--- config.mk ---
export PLATFORM = sky130hd
export DESIGN_NAME = hpslot_regblock
export DESIGN_NICKNAME = d
export VERILOG_FILES = /design/src/rtl/hpslot_pkg.sv /design/src/rtl/hpslot_datapath.sv /design/src/rtl/hpslot_ctrl.sv /design/src/rtl/hpslot_regblock.sv
export SDC_FILE = /design/constraint.sdc
export NUM_CORES = 1
export LEC_CHECK = 0
export BUFFER_PORTS_ARGS = -buffer_cell sky130_fd_sc_hd__buf_2
export CORE_ASPECT_RATIO = 0.7
export CORE_MARGIN = 2
export CORE_UTILIZATION = 35
export CTS_CLUSTER_SIZE = 8
export DETAILED_ROUTE_END_ITERATION = 8
export GPL_TIMING_DRIVEN = 0
export PLACE_DENSITY = 0.67
export SKIP_CTS_REPAIR_TIMING = 1
export SLEW_MARGIN = 20
export SYNTH_ARGS = -nofsm -noshare
export SYNTH_HDL_FRONTEND = slang
export SYNTH_SLANG_ARGS = --single-unit
--- constraint.sdc ---
create_clock -name clk -period 1.9 [get_ports clk]
set_input_delay 0.285 -clock clk [delete_from_list [all_inputs] [get_ports clk]]
set_output_delay 0.285 -clock clk [all_outputs]
set_load 0.02 [all_outputs]
--- src/rtl/hpslot_pkg.sv ---
package hpslot_pkg;
  localparam logic [3:0] OFF_SEL  = 4'h0;
  localparam logic [3:0] OFF_STAT = 4'h4;
  localparam logic [3:0] OFF_CMD  = 4'h5;
  localparam logic [3:0] OFF_DATA = 4'h8;

  localparam logic [7:0] CMD_SCAN  = 8'd0;
  localparam logic [7:0] CMD_OSTEV = 8'd1;
  localparam logic [7:0] CMD_OSTST = 8'd2;

  typedef struct packed {
    logic        selWr;
    logic        ctlWr;
    logic        ostEvWr;
    logic        ostStWr;
    logic        scanHit;
    logic [31:0] scanIdx;
    logic [31:0] wrData;
  } hpStrobe_t;
endpackage

--- src/rtl/hpslot_datapath.sv ---
module hpslot_datapath
  import hpslot_pkg::*;
#(
  parameter int NSLOTS = 8,
  parameter int IDXW   = 3
) (
  input  logic              clk,
  input  logic              rstN,
  input  hpStrobe_t         strb,
  input  logic [NSLOTS-1:0] addReq,
  input  logic [NSLOTS-1:0] remReq,
  output logic [31:0]       selector,
  output logic [7:0]        statusByte,
  output logic [NSLOTS-1:0] slotPend,
  output logic              ejectPulse,
  output logic [IDXW-1:0]   ejectSlot,
  output logic              ostValid,
  output logic [31:0]       ostEvent,
  output logic [31:0]       ostStatus
);
  logic [NSLOTS-1:0] slotEn, slotIns, slotRem, selMatch;
  logic              selInRange;
  logic [IDXW-1:0]   selIdx;

  assign selInRange = (selector < 32'(NSLOTS));
  assign selIdx     = selector[IDXW-1:0];

  for (genvar g = 0; g < NSLOTS; g++) begin : g_slot
    assign selMatch[g] = (selector == 32'(g));

    always_ff @(posedge clk) begin
      if (!rstN) begin
        slotEn[g]  <= 1'b0;
        slotIns[g] <= 1'b0;
        slotRem[g] <= 1'b0;
      end else begin
        if (strb.ctlWr && selMatch[g]) begin
          if (strb.wrData[1]) slotIns[g] <= 1'b0;
          if (strb.wrData[2]) slotRem[g] <= 1'b0;
          if (strb.wrData[3]) slotEn[g]  <= 1'b0;
        end
        if (addReq[g]) begin
          slotEn[g]  <= 1'b1;
          slotIns[g] <= 1'b1;
        end
        if (remReq[g]) slotRem[g] <= 1'b1;
      end
    end

    // a hot-add request always leaves the slot enabled with insert pending
    a_r4_add_sets: assert property (@(posedge clk) disable iff (!rstN)
      addReq[g] |=> (slotEn[g] && slotIns[g]));
  end

  assign slotPend = slotIns | slotRem;

  always_comb begin
    statusByte = 8'h00;
    if (selInRange)
      statusByte = {5'b0, slotRem[selIdx], slotIns[selIdx] & slotEn[selIdx], slotEn[selIdx]};
  end

  always_ff @(posedge clk) begin
    if (!rstN) begin
      selector   <= '0;
      ejectPulse <= 1'b0;
      ejectSlot  <= '0;
      ostValid   <= 1'b0;
      ostEvent   <= '0;
      ostStatus  <= '0;
    end else begin
      if (strb.selWr)        selector <= strb.wrData;
      else if (strb.scanHit) selector <= strb.scanIdx;
      ejectPulse <= strb.ctlWr && selInRange && strb.wrData[3];
      ejectSlot  <= selIdx;
      ostValid   <= strb.ostStWr;
      if (strb.ostEvWr) ostEvent  <= strb.wrData;
      if (strb.ostStWr) ostStatus <= strb.wrData;
    end
  end

  // a scan hit leaves the selector on a slot that still has an event
  a_r6_hit_pending: assert property (@(posedge clk) disable iff (!rstN)
    $past(strb.scanHit) |-> (selector == $past(strb.scanIdx)) && slotPend[selIdx]);

  // an eject pulse is only ever caused by a control write with bit 3
  a_r5_eject_source: assert property (@(posedge clk) disable iff (!rstN)
    ejectPulse |-> $past(strb.ctlWr && strb.wrData[3]));

  // the OST notification carries the status code just stored
  a_r9_ost_source: assert property (@(posedge clk) disable iff (!rstN)
    ostValid |-> $past(strb.ostStWr) && (ostStatus == $past(strb.wrData)));
endmodule

--- src/rtl/hpslot_ctrl.sv ---
module hpslot_ctrl
  import hpslot_pkg::*;
#(
  parameter int NSLOTS = 8,
  parameter int IDXW   = 3
) (
  input  logic              clk,
  input  logic              rstN,
  input  logic [3:0]        busAddr,
  input  logic              busWrEn,
  input  logic              busRdEn,
  input  logic [31:0]       busWrData,
  input  logic [31:0]       selector,
  input  logic [7:0]        statusByte,
  input  logic [NSLOTS-1:0] slotPend,
  output hpStrobe_t         strb,
  output logic              busBusy,
  output logic              busRdValid,
  output logic [31:0]       busRdData
);
  localparam logic [IDXW-1:0] LAST_IDX = IDXW'(NSLOTS - 1);
  localparam logic [IDXW:0]   LAST_CNT = (IDXW + 1)'(NSLOTS - 1);

  logic [7:0]      cmdReg;
  logic [IDXW-1:0] scanIdx;
  logic [IDXW:0]   scanCnt;
  logic            pendRead;
  logic            wrOk, startScan, dataRd, rdNow, scanDone;
  logic [IDXW-1:0] startIdx;
  logic [31:0]     dataVal, rdMux;

  assign wrOk      = busWrEn && !busBusy;
  assign startScan = wrOk && (busAddr == OFF_CMD) && (busWrData[7:0] == CMD_SCAN);
  assign dataRd    = busRdEn && (busAddr == OFF_DATA);
  assign rdNow     = busRdEn && !(dataRd && (busBusy || startScan));
  assign startIdx  = (selector < 32'(NSLOTS)) ? selector[IDXW-1:0] : '0;
  assign scanDone  = busBusy && (slotPend[scanIdx] || (scanCnt == LAST_CNT));

  always_comb begin
    strb         = '0;
    strb.wrData  = busWrData;
    strb.selWr   = wrOk && (busAddr == OFF_SEL);
    strb.ctlWr   = wrOk && (busAddr == OFF_STAT);
    strb.ostEvWr = wrOk && (busAddr == OFF_DATA) && (cmdReg == CMD_OSTEV);
    strb.ostStWr = wrOk && (busAddr == OFF_DATA) && (cmdReg == CMD_OSTST);
    strb.scanHit = busBusy && slotPend[scanIdx];
    strb.scanIdx = 32'(scanIdx);
  end

  assign dataVal = (cmdReg == CMD_SCAN) ? selector : 32'hFFFF_FFFF;

  always_comb begin
    case (busAddr)
      OFF_STAT: rdMux = {24'b0, statusByte};
      OFF_DATA: rdMux = dataVal;
      default:  rdMux = 32'b0;
    endcase
  end

  always_ff @(posedge clk) begin
    if (!rstN) begin
      cmdReg     <= CMD_SCAN;
      busBusy    <= 1'b0;
      scanIdx    <= '0;
      scanCnt    <= '0;
      pendRead   <= 1'b0;
      busRdValid <= 1'b0;
      busRdData  <= '0;
    end else begin
      busRdValid <= 1'b0;
      if (wrOk && (busAddr == OFF_CMD)) cmdReg <= busWrData[7:0];
      if (startScan) begin
        busBusy <= 1'b1;
        scanIdx <= startIdx;
        scanCnt <= '0;
      end else if (busBusy) begin
        if (scanDone) busBusy <= 1'b0;
        scanIdx <= (scanIdx == LAST_IDX) ? '0 : scanIdx + 1'b1;
        scanCnt <= scanCnt + 1'b1;
      end
      if (busRdEn && !rdNow) pendRead <= 1'b1;
      if (pendRead && !busBusy) begin
        pendRead   <= 1'b0;
        busRdValid <= 1'b1;
        busRdData  <= dataVal;
      end else if (rdNow) begin
        busRdValid <= 1'b1;
        busRdData  <= rdMux;
      end
    end
  end

  // the scan never visits more than NSLOTS slots
  a_r6_scan_bound: assert property (@(posedge clk) disable iff (!rstN)
    busBusy |-> (scanCnt < (IDXW + 1)'(NSLOTS)));

  // during a scan only a hit may move the selector
  a_r7_sel_held: assert property (@(posedge clk) disable iff (!rstN)
    ($past(busBusy) && !$past(strb.scanHit)) |-> $stable(selector));

  // status replies never carry bits above bit 2
  a_r3_status_width: assert property (@(posedge clk) disable iff (!rstN)
    (busRdValid && $past(busRdEn && (busAddr == OFF_STAT) && !pendRead)) |-> (busRdData[31:3] == 29'b0));

  // an unsupported command makes the data register read as all ones
  a_r8_unsupported: assert property (@(posedge clk) disable iff (!rstN)
    (busRdValid && $past(dataRd && rdNow && !pendRead && (cmdReg != CMD_SCAN))) |-> (busRdData == 32'hFFFF_FFFF));
endmodule

--- src/rtl/hpslot_regblock.sv ---
module hpslot_regblock
  import hpslot_pkg::*;
#(
  parameter int NSLOTS = 8,
  localparam int IDXW = (NSLOTS > 1) ? $clog2(NSLOTS) : 1
) (
  input  logic              clk,
  input  logic              rstN,
  input  logic [3:0]        busAddr,
  input  logic              busWrEn,
  input  logic              busRdEn,
  input  logic [31:0]       busWrData,
  output logic [31:0]       busRdData,
  output logic              busRdValid,
  output logic              busBusy,
  input  logic [NSLOTS-1:0] addReq,
  input  logic [NSLOTS-1:0] remReq,
  output logic              ejectPulse,
  output logic [IDXW-1:0]   ejectSlot,
  output logic              ostValid,
  output logic [31:0]       ostEvent,
  output logic [31:0]       ostStatus
);
  hpStrobe_t         strb;
  logic [31:0]       selector;
  logic [7:0]        statusByte;
  logic [NSLOTS-1:0] slotPend;

  hpslot_ctrl #(.NSLOTS(NSLOTS), .IDXW(IDXW)) u_ctrl (
    .clk(clk), .rstN(rstN), .busAddr(busAddr), .busWrEn(busWrEn),
    .busRdEn(busRdEn), .busWrData(busWrData), .selector(selector),
    .statusByte(statusByte), .slotPend(slotPend), .strb(strb),
    .busBusy(busBusy), .busRdValid(busRdValid), .busRdData(busRdData)
  );

  hpslot_datapath #(.NSLOTS(NSLOTS), .IDXW(IDXW)) u_dp (
    .clk(clk), .rstN(rstN), .strb(strb), .addReq(addReq), .remReq(remReq),
    .selector(selector), .statusByte(statusByte), .slotPend(slotPend),
    .ejectPulse(ejectPulse), .ejectSlot(ejectSlot), .ostValid(ostValid),
    .ostEvent(ostEvent), .ostStatus(ostStatus)
  );
endmodule

==> results.md, run 1 <==
- Post-Synthesis Net Count: 815
- Leakage power: 4.33 nW
- RD Place Congestion: 0.850
- Total congestion overflow: 0
- Via count: 6532
- Starting density of the core: 35.7%
- Dpl hpwl: 15.4 mm
- Vias in the first global route: 5792
- Seq pwr share: 48.0%
- Final Util: 54.2%
- Tot Pwr: 7.86 mW
- FF-to-FF End: u_ctrl.busRdData[2]
- Failing checks: setup timing
- Peak supply drop: 551 uV
- Clock skew: 0.0125 ns
- Crit share post-route: 112%
- Internal power: 5.72 mW
- Combinational group share of total power: 8.3%
- Post-DP Area: 7880 um2
- Cells after DPL: 1156
- Yosys cell types: 55
- CP Class: reg -> reg
- Vias per cell: 5.37
- Minimum clock period after layout: 2.13 ns
- Wirelength per Cell: 19.0 um
- Final #Nets: 1021
- Layout fillers: 1624
- # IOs: 159
- Arr. time, crit path: 2.45 ns
- Routed WL: 23.1 mm
- Reg clk slew, reported paths: 0.07 ns
- Critical Path RT: 2.22 ns
- CTS tree: built
- Synthesis-stage register bit count: 175
- Core outline area: 18900 um2
- HP Class: in -> reg
- Number of synthesis warnings: 0
- Yosys top cell by area: dfxtp_1
- DRT iter0 DRCs: 555
- First-pass GRT wire length: 32.6 mm
- Largest net degree at the start of global routing: 19
- Multi-input logic area: 4040 um2
- Hold worst-path end: u_dp.slotRem[0]
- CP max FO: 5
- PortBufs: 158
- Total GRT Usage: 20.7%
- Final setup margin: -0.233 ns
- Min-Delay Path Depth: 3
- FF-to-FF Start: u_ctrl.cmdReg[6]
- Design area: 10200 um2
- Number of flops mapped to enable cells by yosys: 0
- CTS Buf Count: 17
- Clock sink count: 175
- Worst R2R Path Depth: 6
- Final Setup Violations: 125
- Antenna diodes: 0
- Share of cells above drive strength 1: 48.2%
- Register area: 3530 um2
- Finished Layout Cells: 1217
- Post-Synthesis Cell Area: 6730 um2
- Hold_sp: remReq[0]
- Slew Viols, Final: 0
- CP Capture Type: flop
- Clock tree buffer depth: 2
- Hold Vio Cnt, Final: 0
- Die height: 120 um
- H-tree levels: 4
- Layout area overhead: 51.8%
- Pwr/cell area: 769 nW/um2
- Worst skew pair latency: 0.44 ns
- Dominant synthesized flop cell: dfxtp_1
- ANT nets after route: 0
- FFs w/ async S/R, synth: 0%
- Post-synth top area share: 52.0%
- Sw Ratio: 27.2%
- Top area cells in the synthesized netlist: dfxtp_1 (52%), nand2_1 (7.6%), a21oi_1 (7.1%)
- Unrepaired setup endpoints after global routing: yes
- Commonest non-fill, non-tap cell in the layout: dfxtp_1
- Cell count after synthesis: 756
- Max-cap viol count: 0
- Die W: 170 um
- Syn_area_per_cell: 8.91 um2
- Worst Tran Pin Value: 0.828 ns
- P_sw: 2.14 mW
- Pre-antenna DRT Iters: 5
- Slew Limit Headroom: 44.8%
- Initial antenna violation count: 0
- Status: finished, violations left
- R2R setup slack: -0.23 ns
- Peak Freq: 0.469 GHz
- Sequential cell area fraction in the yosys report: 52.0%
- Row count: 42
- Worst Setup Start Kind: flop
- CTS Root Cell: clkbuf_16
- Die area: 20400 um2
- Most frequent cells in the layout: dfxtp_1 (163), buf_2 (161), nand2_1 (77), a21oi_2 (63), nor2_1 (48)
- Residual DRC: 0
- Clock network fraction of design power: 43.7%
final cells by class:
cell class / count / share of cell area [%]
multi-input cells: 511 / 39.5
plain buffers: 52 / 4.43
well taps: 242 / 2.96
clock buffers: 18 / 4.20
repair buffers: 190 / 12.4
inverters: 15 / 0.551
clock inverters: 14 / 1.42
flip-flops and latches: 175 / 34.5
cell usage after synthesis (2+ instances only):
cell	n
a2111oi_0	3
a21oi_1	96
a22o_1	29
and2_1	4
and4_1	3
buf_2	17
clkbuf_1	34
dfxtp_1	175
ha_1	3
inv_1	14
mux2_2	5
mux2i_1	17
mux4_2	4
nand2_1	136
nand2b_1	5
nand3_1	6
nand4_1	6
nor2_1	77
nor2b_1	8
nor3_1	7
nor4_1	9
nor4b_1	2
o211ai_1	2
o21ai_0	15
o22ai_1	3
o2bb2ai_1	29
o31ai_1	13
or3_1	3
or4b_1	4
xor2_1	2
worst max-delay path by stage:
stage                      from                   end  slack [ns]  cells after the start
4_1_cts        u_ctrl.cmdReg[6]      u_dp.ostEvent[7]       -0.50                      6
5_1_grt        u_ctrl.cmdReg[6]   u_ctrl.busRdData[2]       -0.29                      6
6_report       u_ctrl.cmdReg[6]   u_ctrl.busRdData[2]       -0.23                      6
3_5_place_dp         busAddr[2]      u_dp.ostEvent[7]       -0.55                      7
3_3_place_gp       busWrData[7]  u_ctrl.busRdData[19]       -0.47                      8
2_1_floorplan  u_ctrl.cmdReg[6]   u_ctrl.busRdData[2]       -0.03                      6
worst max-delay path, cell delays in order (launching register included):
cell and delay (ns):
dfxtp_2 0.32, or4_4 0.57, or4b_4 0.52, buf_8 0.16
buf_12 0.13, o41ai_4 0.23, a21oi_2 0.08
routing by layer:
| layer | part of all wire (%) | GRT usage (%) |
|---|---|---|
| met1 | 48 | 30.9 |
| met4 | 1.5 | 6.78 |
| met2 | 43 | 28.5 |
| met3 | 7.4 | 5.84 |
| met5 | 0 | 0 |
registers in the layout, indices dropped and copies added, names as in the netlist:
register,count
u_dp.slotIns,8
u_dp.selector,32
u_dp.ostStatus,32
u_ctrl.cmdReg,8
u_dp.ostEvent,32
u_ctrl.busRdData,32
u_ctrl.busBusy,1
u_ctrl.busRdValid,1
u_dp.ostValid,1
u_dp.slotEn,8
u_ctrl.scanIdx,3
u_ctrl.pendRead,1
u_dp.ejectPulse,1
u_ctrl.scanCnt,4
u_dp.slotRem,8
u_dp.ejectSlot,3
power by group through the flow:
stage	combinational, mW	clock [mW]	sequential, mW
after floorplan	0.239	0	3.84
after global placement	0.449	0	3.84
after detailed placement	0.455	0	3.84
after CTS	0.458	3.45	3.76
after global routing	0.697	3.62	3.77
final	0.652	3.44	3.77
metrics by stage:
stage / setup WS, ns / hold slack [ns] / TNS (ns)
2_1_floorplan: -0.0295 / 0.410 / -0.0382
3_3_place_gp: -0.470 / 0.436 / -49.34
3_5_place_dp: -0.549 / 0.442 / -54.06
4_1_cts: -0.497 / 0.0767 / -48.32
5_1_grt: -0.290 / 0.101 / -17.44
6_report: -0.233 / 0.0842 / -10.26
kinds of logic after synthesis:
group / after synthesis / share of synthesized area (%)
xor gates and xnor gates: 3 / 0.390
muxes: 26 / 4.70
AOI/OAI and AO/OA: 204 / 20.0
adders and majority gates: 3 / 0.557
buffers and inverters: 70 / 4.40
DFF: 175 / 52.0
and+or+nand+nor: 275 / 17.9
No activity file was read; power rests on OpenSTA's default activity.
==> run 2: changes to the inputs <==
- CELL_PAD_IN_SITES_DETAIL_PLACEMENT: not set -> 1
- CELL_PAD_IN_SITES_GLOBAL_PLACEMENT: not set -> 1
- CORE_ASPECT_RATIO: 0.7 -> 0.8
- PLACE_DENSITY: 0.67 -> 0.8
- SYNTH_HIERARCHICAL: not set -> 1
==> run 2 against run 1 <==
The flow still finishes with violations (setup timing). Clock skew fell by 0.0022 ns. Worst setup slack got worse by 0.24 ns. Clock power rose by 13%. Cell count rose by 16%. Routed wire length rose by 19%. Sequential power barely moved. Critical endpoint is now u_dp/ostEvent[16].
==> results.md, run 2 <==
- Dominant synthesized flop cell: dfxtp_1
- Total congestion overflow: 0
- Finished Layout Cells: 1412
- Commonest non-fill, non-tap cell in the layout: dfxtp_1
- Syn_area_per_cell: 9.34 um2
- CP Capture Type: flop
- Arr. time, crit path: 2.68 ns
- Layout area overhead: 31.0%
- Final Util: 46.5%
- Combinational family with the most area after synthesis: simple AND/OR/NAND/NOR gates
- Worst path cell trace: or4_4 > inv_2 > nand4_1 > nor3b_2 > buf_6 > buf_12 > mux2i_1 > nor2b_1
- Pwr/cell area: 780 nW/um2
- ANT nets after route: 0
- Dpl hpwl: 19.6 mm
- CP top delay family: simple AND/OR/NAND/NOR gates
- Total GRT Usage: 20.9%
- CTS Root Cell: clkbuf_16
- Worst Tran Pin Value: 0.697 ns
- Top-count cell post-synth: dfxtp_1
- Post-Synthesis Cell Area: 8280 um2
- Slew Viols, Final: 0
- Worst skew pair latency: 0.44 ns
- Yosys top cell by area: dfxtp_1
- Post-Synth XOR/XNOR Area: 0.318%
- Synth Area in Simple Gates: 19.3%
- Sequential cell area fraction in the yosys report: 42.3%
- Routed WL: 27.4 mm
- Slew Limit Headroom: 53.4%
- Adder-cell share of the synthesized area: 0.454%
- Most frequent cells in the layout: dfxtp_1 (156), buf_2 (134), mux2i_1 (128), buf_4 (77), nor2b_1 (70)
- Slowest CP cell: or4_4
- Wirelength per Cell: 19.4 um
- Final Setup Violations: 98
- Max layer used: met4
- FFs w/ async S/R, synth: 0%
- CTS Buf Count: 17
- Unrepaired setup endpoints after global routing: yes
- Clock sink count: 175
- Largest net degree at the start of global routing: 18
- Mux cell area share after synthesis: 17.9%
- Number of flops mapped to enable cells by yosys: 0
- Leakage power: 4.44 nW
- Peak supply drop: 521 uV
- Cell count after synthesis: 886
- First-pass GRT wire length: 40.4 mm
- HP Class: in -> reg
- Post-synth top cells: dfxtp_1 (175), mux2i_1 (133), o21ai_0 (79)
- Final #Nets: 1145
- Vias in the first global route: 7193
- Yosys cell types: 50
- CP Class: reg -> reg
- Routed met3 length: 1.23 mm
- PortBufs: 134
- Clock skew: 0.0103 ns
- Number of synthesis warnings: 6
- Max-cap viol count: 0
- Initial antenna violation count: 2
- Vias per cell: 5.00
- Share of cells above drive strength 1: 32.8%
- DR WL met2: 12.5 mm
- Hold WS: 0.138 ns
- Synth Area in Compound Gates: 9.96%
- Core outline area: 23300 um2
- Final setup margin: -0.472 ns
- Reg clk slew, reported paths: 0.07 ns
- DRT iter0 DRCs: 453
- Worst Setup Start Kind: flop
- Die W: 176 um
- Die area: 24900 um2
- Routed met1 length: 13.3 mm
- Tot Pwr: 8.46 mW
- Starting density of the core: 35.5%
- Minimum clock period after layout: 2.37 ns
- Die height: 142 um
- Post-synth top area share: 42.3%
- Clock tree buffer depth: 2
- CTS tree: built
- Residual DRC: 0
- Failing checks: setup timing
- Via count: 7057
- H-tree levels: 4
- Status: finished, violations left
- Pre-antenna DRT Iters: 5
- Synthesis-stage register bit count: 175
- Crit share post-route: 125%
- Row count: 50
- Worst path bufs/invs: 3
- # IOs: 159
- RD Place Congestion: 0.855
- Top area cells in the synthesized netlist: dfxtp_1 (42%), mux2i_1 (16%), buf_4 (6.2%)
- CP max stage delay: 0.55 ns
- CP max FO: 8
- Cells after DPL: 1364
- Critical Path RT: 2.21 ns
- Peak Freq: 0.422 GHz
- Hold Vio Cnt, Final: 0
-- run 2: cell types whose count changed after synthesis, moves of 37 or more --
cell     previous run  this run
a21oi_1            96         8
buf_4               1        68
mux2i_1            17       133
nand2_1           136        65
nor2_1             77        40
nor2b_1             8        70
o21ai_0            15        79
-- run 2: cell type report --
class / count / area (um2)
buffer: 121 / 932
clock inverter: 15 / 223
multi-input combinational: 611 / 4330
tap: 312 / 390
antenna: 1 / 2.50
clock buffer: 17 / 425
fill: 2711 / 12500
inverter: 8 / 30.0
sequential: 175 / 3530
timing repair buffer: 152 / 975
-- run 2: metal layers --
layer / vias up / global-route usage, %
met5: - / 0
met4: 0 / 5.74
met3: 31 / 5.31
met2: 172 / 31.8
met1: 3468 / 29.3
li1: 3386 / -
-- run 2: cell families (layout without fill, tap and decap cells) --
group | Yosys count | in the layout
simple gates | 295 | 295
fa+ha+maj | 3 | 3
other cells | 2 | 35
flops | 175 | 175
buf+inv | 132 | 313
mux | 140 | 140
xor+xnor | 3 | 3
compound gates | 136 | 136
-- run 2: report_power, final --
| group | switching, mW | internal, mW |
|---|---|---|
| logic | 0.441 | 0.365 |
| registers | 0.0552 | 3.73 |
| clock network | 1.62 | 2.25 |
| total | 2.11 | 6.34 |
-- run 2: final timing paths --
check	slack, ns	start	to	cells past startpoint
max	-0.47	u_ctrl/cmdReg[7]	u_dp/ostEvent[16]	8
min	0.14	busWrData[6]	u_ctrl/cmdReg[6]	3
max reg2reg	-0.47	u_ctrl/cmdReg[7]	u_dp/ostEvent[16]	8
min reg2reg	0.46	u_ctrl/busRdData[23]	u_ctrl/busRdData[23]	2
-- run 2: per-stage QoR --
stage	TNS, ns	cell area, um2	setup slack [ns]
after floorplan	-6.23	8540	-0.110
final	-19.07	10800	-0.472
after global routing	-26.26	10800	-0.489
after detailed placement	-46.83	9600	-0.452
after global placement	-44.43	9600	-0.411
after CTS	-42.07	10200	-0.492
-- run 2: worst reg2reg max path: stages, from the launching register on --
cell and delay, ns:
dfxtp_2 0.32, or4_4 0.55, inv_2 0.06, nand4_1 0.18, nor3b_2 0.31, buf_6 0.23
buf_12 0.15, mux2i_1 0.31, nor2b_1 0.13
==> run 3: changes to the inputs <==
- clock period: 1.9 -> 2.15 ns (I/O delays scaled with it)
==> run 3 against run 2 <==
The run still ends with setup timing left. Worst setup slack better by 0.47 ns. Register-to-register slack better by 0.47 ns. Via count about the same. Cell count down 0.21%. Combinational power down 17%. Critical path type unchanged. Largest cell class unchanged. Largest power group is now sequential cells.
==> results.md, run 3 (same netlist as run 2, synthesis figures left out) <==
- First-pass GRT wire length: 40.7 mm
- Minimum clock period after layout: 2.15 ns
- Clock tree buffer depth: 2
- Commonest non-fill, non-tap cell in the layout: dfxtp_1
- CP max stage delay: 0.55 ns
- Unrepaired setup endpoints after global routing: yes
- Via count: 7053
- Worst skew pair latency: 0.44 ns
- Clock sink count: 175
- Peak supply drop: 325 uV
- Final Setup Violations: 3
- Vias per cell: 5.01
- Leakage power: 4.29 nW
- Dpl hpwl: 19.4 mm
- Critical Path RT: 2.48 ns
- Worst path bufs/invs: 3
- Final setup margin: -0.000890 ns
- Share of cells above drive strength 1: 29.2%
- Clock skew: 0.0108 ns
- Slowest CP cell: or4_4
- CTS tree: built
- Starting density of the core: 35.5%
- Cells after DPL: 1364
- Largest net degree at the start of global routing: 19
- Die area: 24900 um2
- Pre-antenna DRT Iters: 4
- Routed WL: 26.5 mm
- Die W: 176 um
- Crit share post-route: 100%
- ANT nets after route: 0
- Row count: 50
- HP Class: in -> reg
- Status: finished, violations left
- Pwr/cell area: 681 nW/um2
- CP Class: reg -> reg
- RD Place Congestion: 0.898
- Finished Layout Cells: 1409
- Worst path cell trace: or4_4 > inv_2 > nand4_1 > nor3b_2 > buf_6 > buf_12 > mux2i_1 > nor2b_1
- Total congestion overflow: 0
- CP max FO: 10
- Arr. time, crit path: 2.48 ns
- Layout fillers: 2695
- CP top delay family: simple AND/OR/NAND/NOR gates
- Post-place setup slack: -0.614 ns
- Most frequent cells in the layout: dfxtp_1 (163), buf_2 (136), mux2i_1 (128), buf_4 (77), nor2b_1 (70)
- CTS Root Cell: clkbuf_16
- Hold WS: 0.158 ns
- Reg clk slew, reported paths: 0.07 ns
- Wirelength per Cell: 18.8 um
- CTS Buf Count: 17
- # IOs: 159
- Worst Tran Pin Value: 0.769 ns
- PortBufs: 134
- Max-cap viol count: 0
- R2R setup slack: -0.0009 ns
- Slew Viols, Final: 0
- DRT iter0 DRCs: 431
- Final #Nets: 1142
- Peak Freq: 0.465 GHz
- Total GRT Usage: 21.0%
- Vias in the first global route: 7302
- Failing checks: setup timing
- H-tree levels: 4
- Slew Limit Headroom: 48.6%
- Die height: 142 um
- Hold Vio Cnt, Final: 0
- Core outline area: 23300 um2
- Layout area overhead: 27.3%
- CP Capture Type: flop
- Initial antenna violation count: 2
- Residual DRC: 0
- Worst Setup Start Kind: flop
==> run 3: cell type report <==
| type | instances | area [um2] | share of cell area, % |
|---|---|---|---|
| Multi-Input combinational cell | 611 | 4210 | 40.0 |
| Sequential cell | 175 | 3520 | 33.4 |
| Timing Repair Buffer | 149 | 892 | 8.47 |
| Buffer | 121 | 891 | 8.46 |
| Clock buffer | 17 | 425 | 4.04 |
| Tap cell | 312 | 390 | 3.71 |
| Clock inverter | 15 | 173 | 1.64 |
| Inverter | 8 | 30.0 | 0.285 |
| Antenna cell | 1 | 2.50 | 0.0238 |
==> run 3: routing by layer <==
layer	GRT usage, %	share of wire, %	vias up	routed length (um)
li1	-	-	3386	-
met2	31.3	43	191	11500
met5	0	0.026	-	7
met3	5.04	5.5	49	1470
met4	8.31	2.4	2	649
met1	29.4	49	3425	12900
==> run 3: worst min-delay path, stage by stage <==
cell	delay, ns
buf_2	0.10
mux2i_1	0.06
nor2_1	0.07
==> run 3: worst paths after layout <==
path | from | to | cells past startpoint
setup reg to reg | u_ctrl/cmdReg[4] | u_dp/ostEvent[29] | 8
setup / recovery | u_ctrl/cmdReg[4] | u_dp/ostEvent[29] | 8
hold reg to reg | u_ctrl/busRdData[21] | u_ctrl/busRdData[21] | 2
hold / removal | busWrData[7] | u_ctrl/cmdReg[7] | 3
==> run 3: power breakdown <==
part | total, mW | internal, mW | switching, mW
sequential | 3.34 | 3.30 | 0.0438
clock | 3.16 | 1.65 | 1.51
combinational | 0.671 | 0.300 | 0.371
total | 7.17 | 5.25 | 1.92
==> run 3: through the flow <==
step / area, um2 / TNS, ns / util [%] / power (mW)
floorplan: 8400 / -1.08 / - / 3.81
global placement: 9470 / -30.64 / 40.6 / 4.01
detailed placement: 9470 / -43.93 / 40.6 / 4.02
CTS: 10100 / -38.07 / 43.1 / 7.15
global route: 10500 / -2.07 / 45.1 / 7.42
finish: 10500 / -0.00193 / 45.1 / 7.17
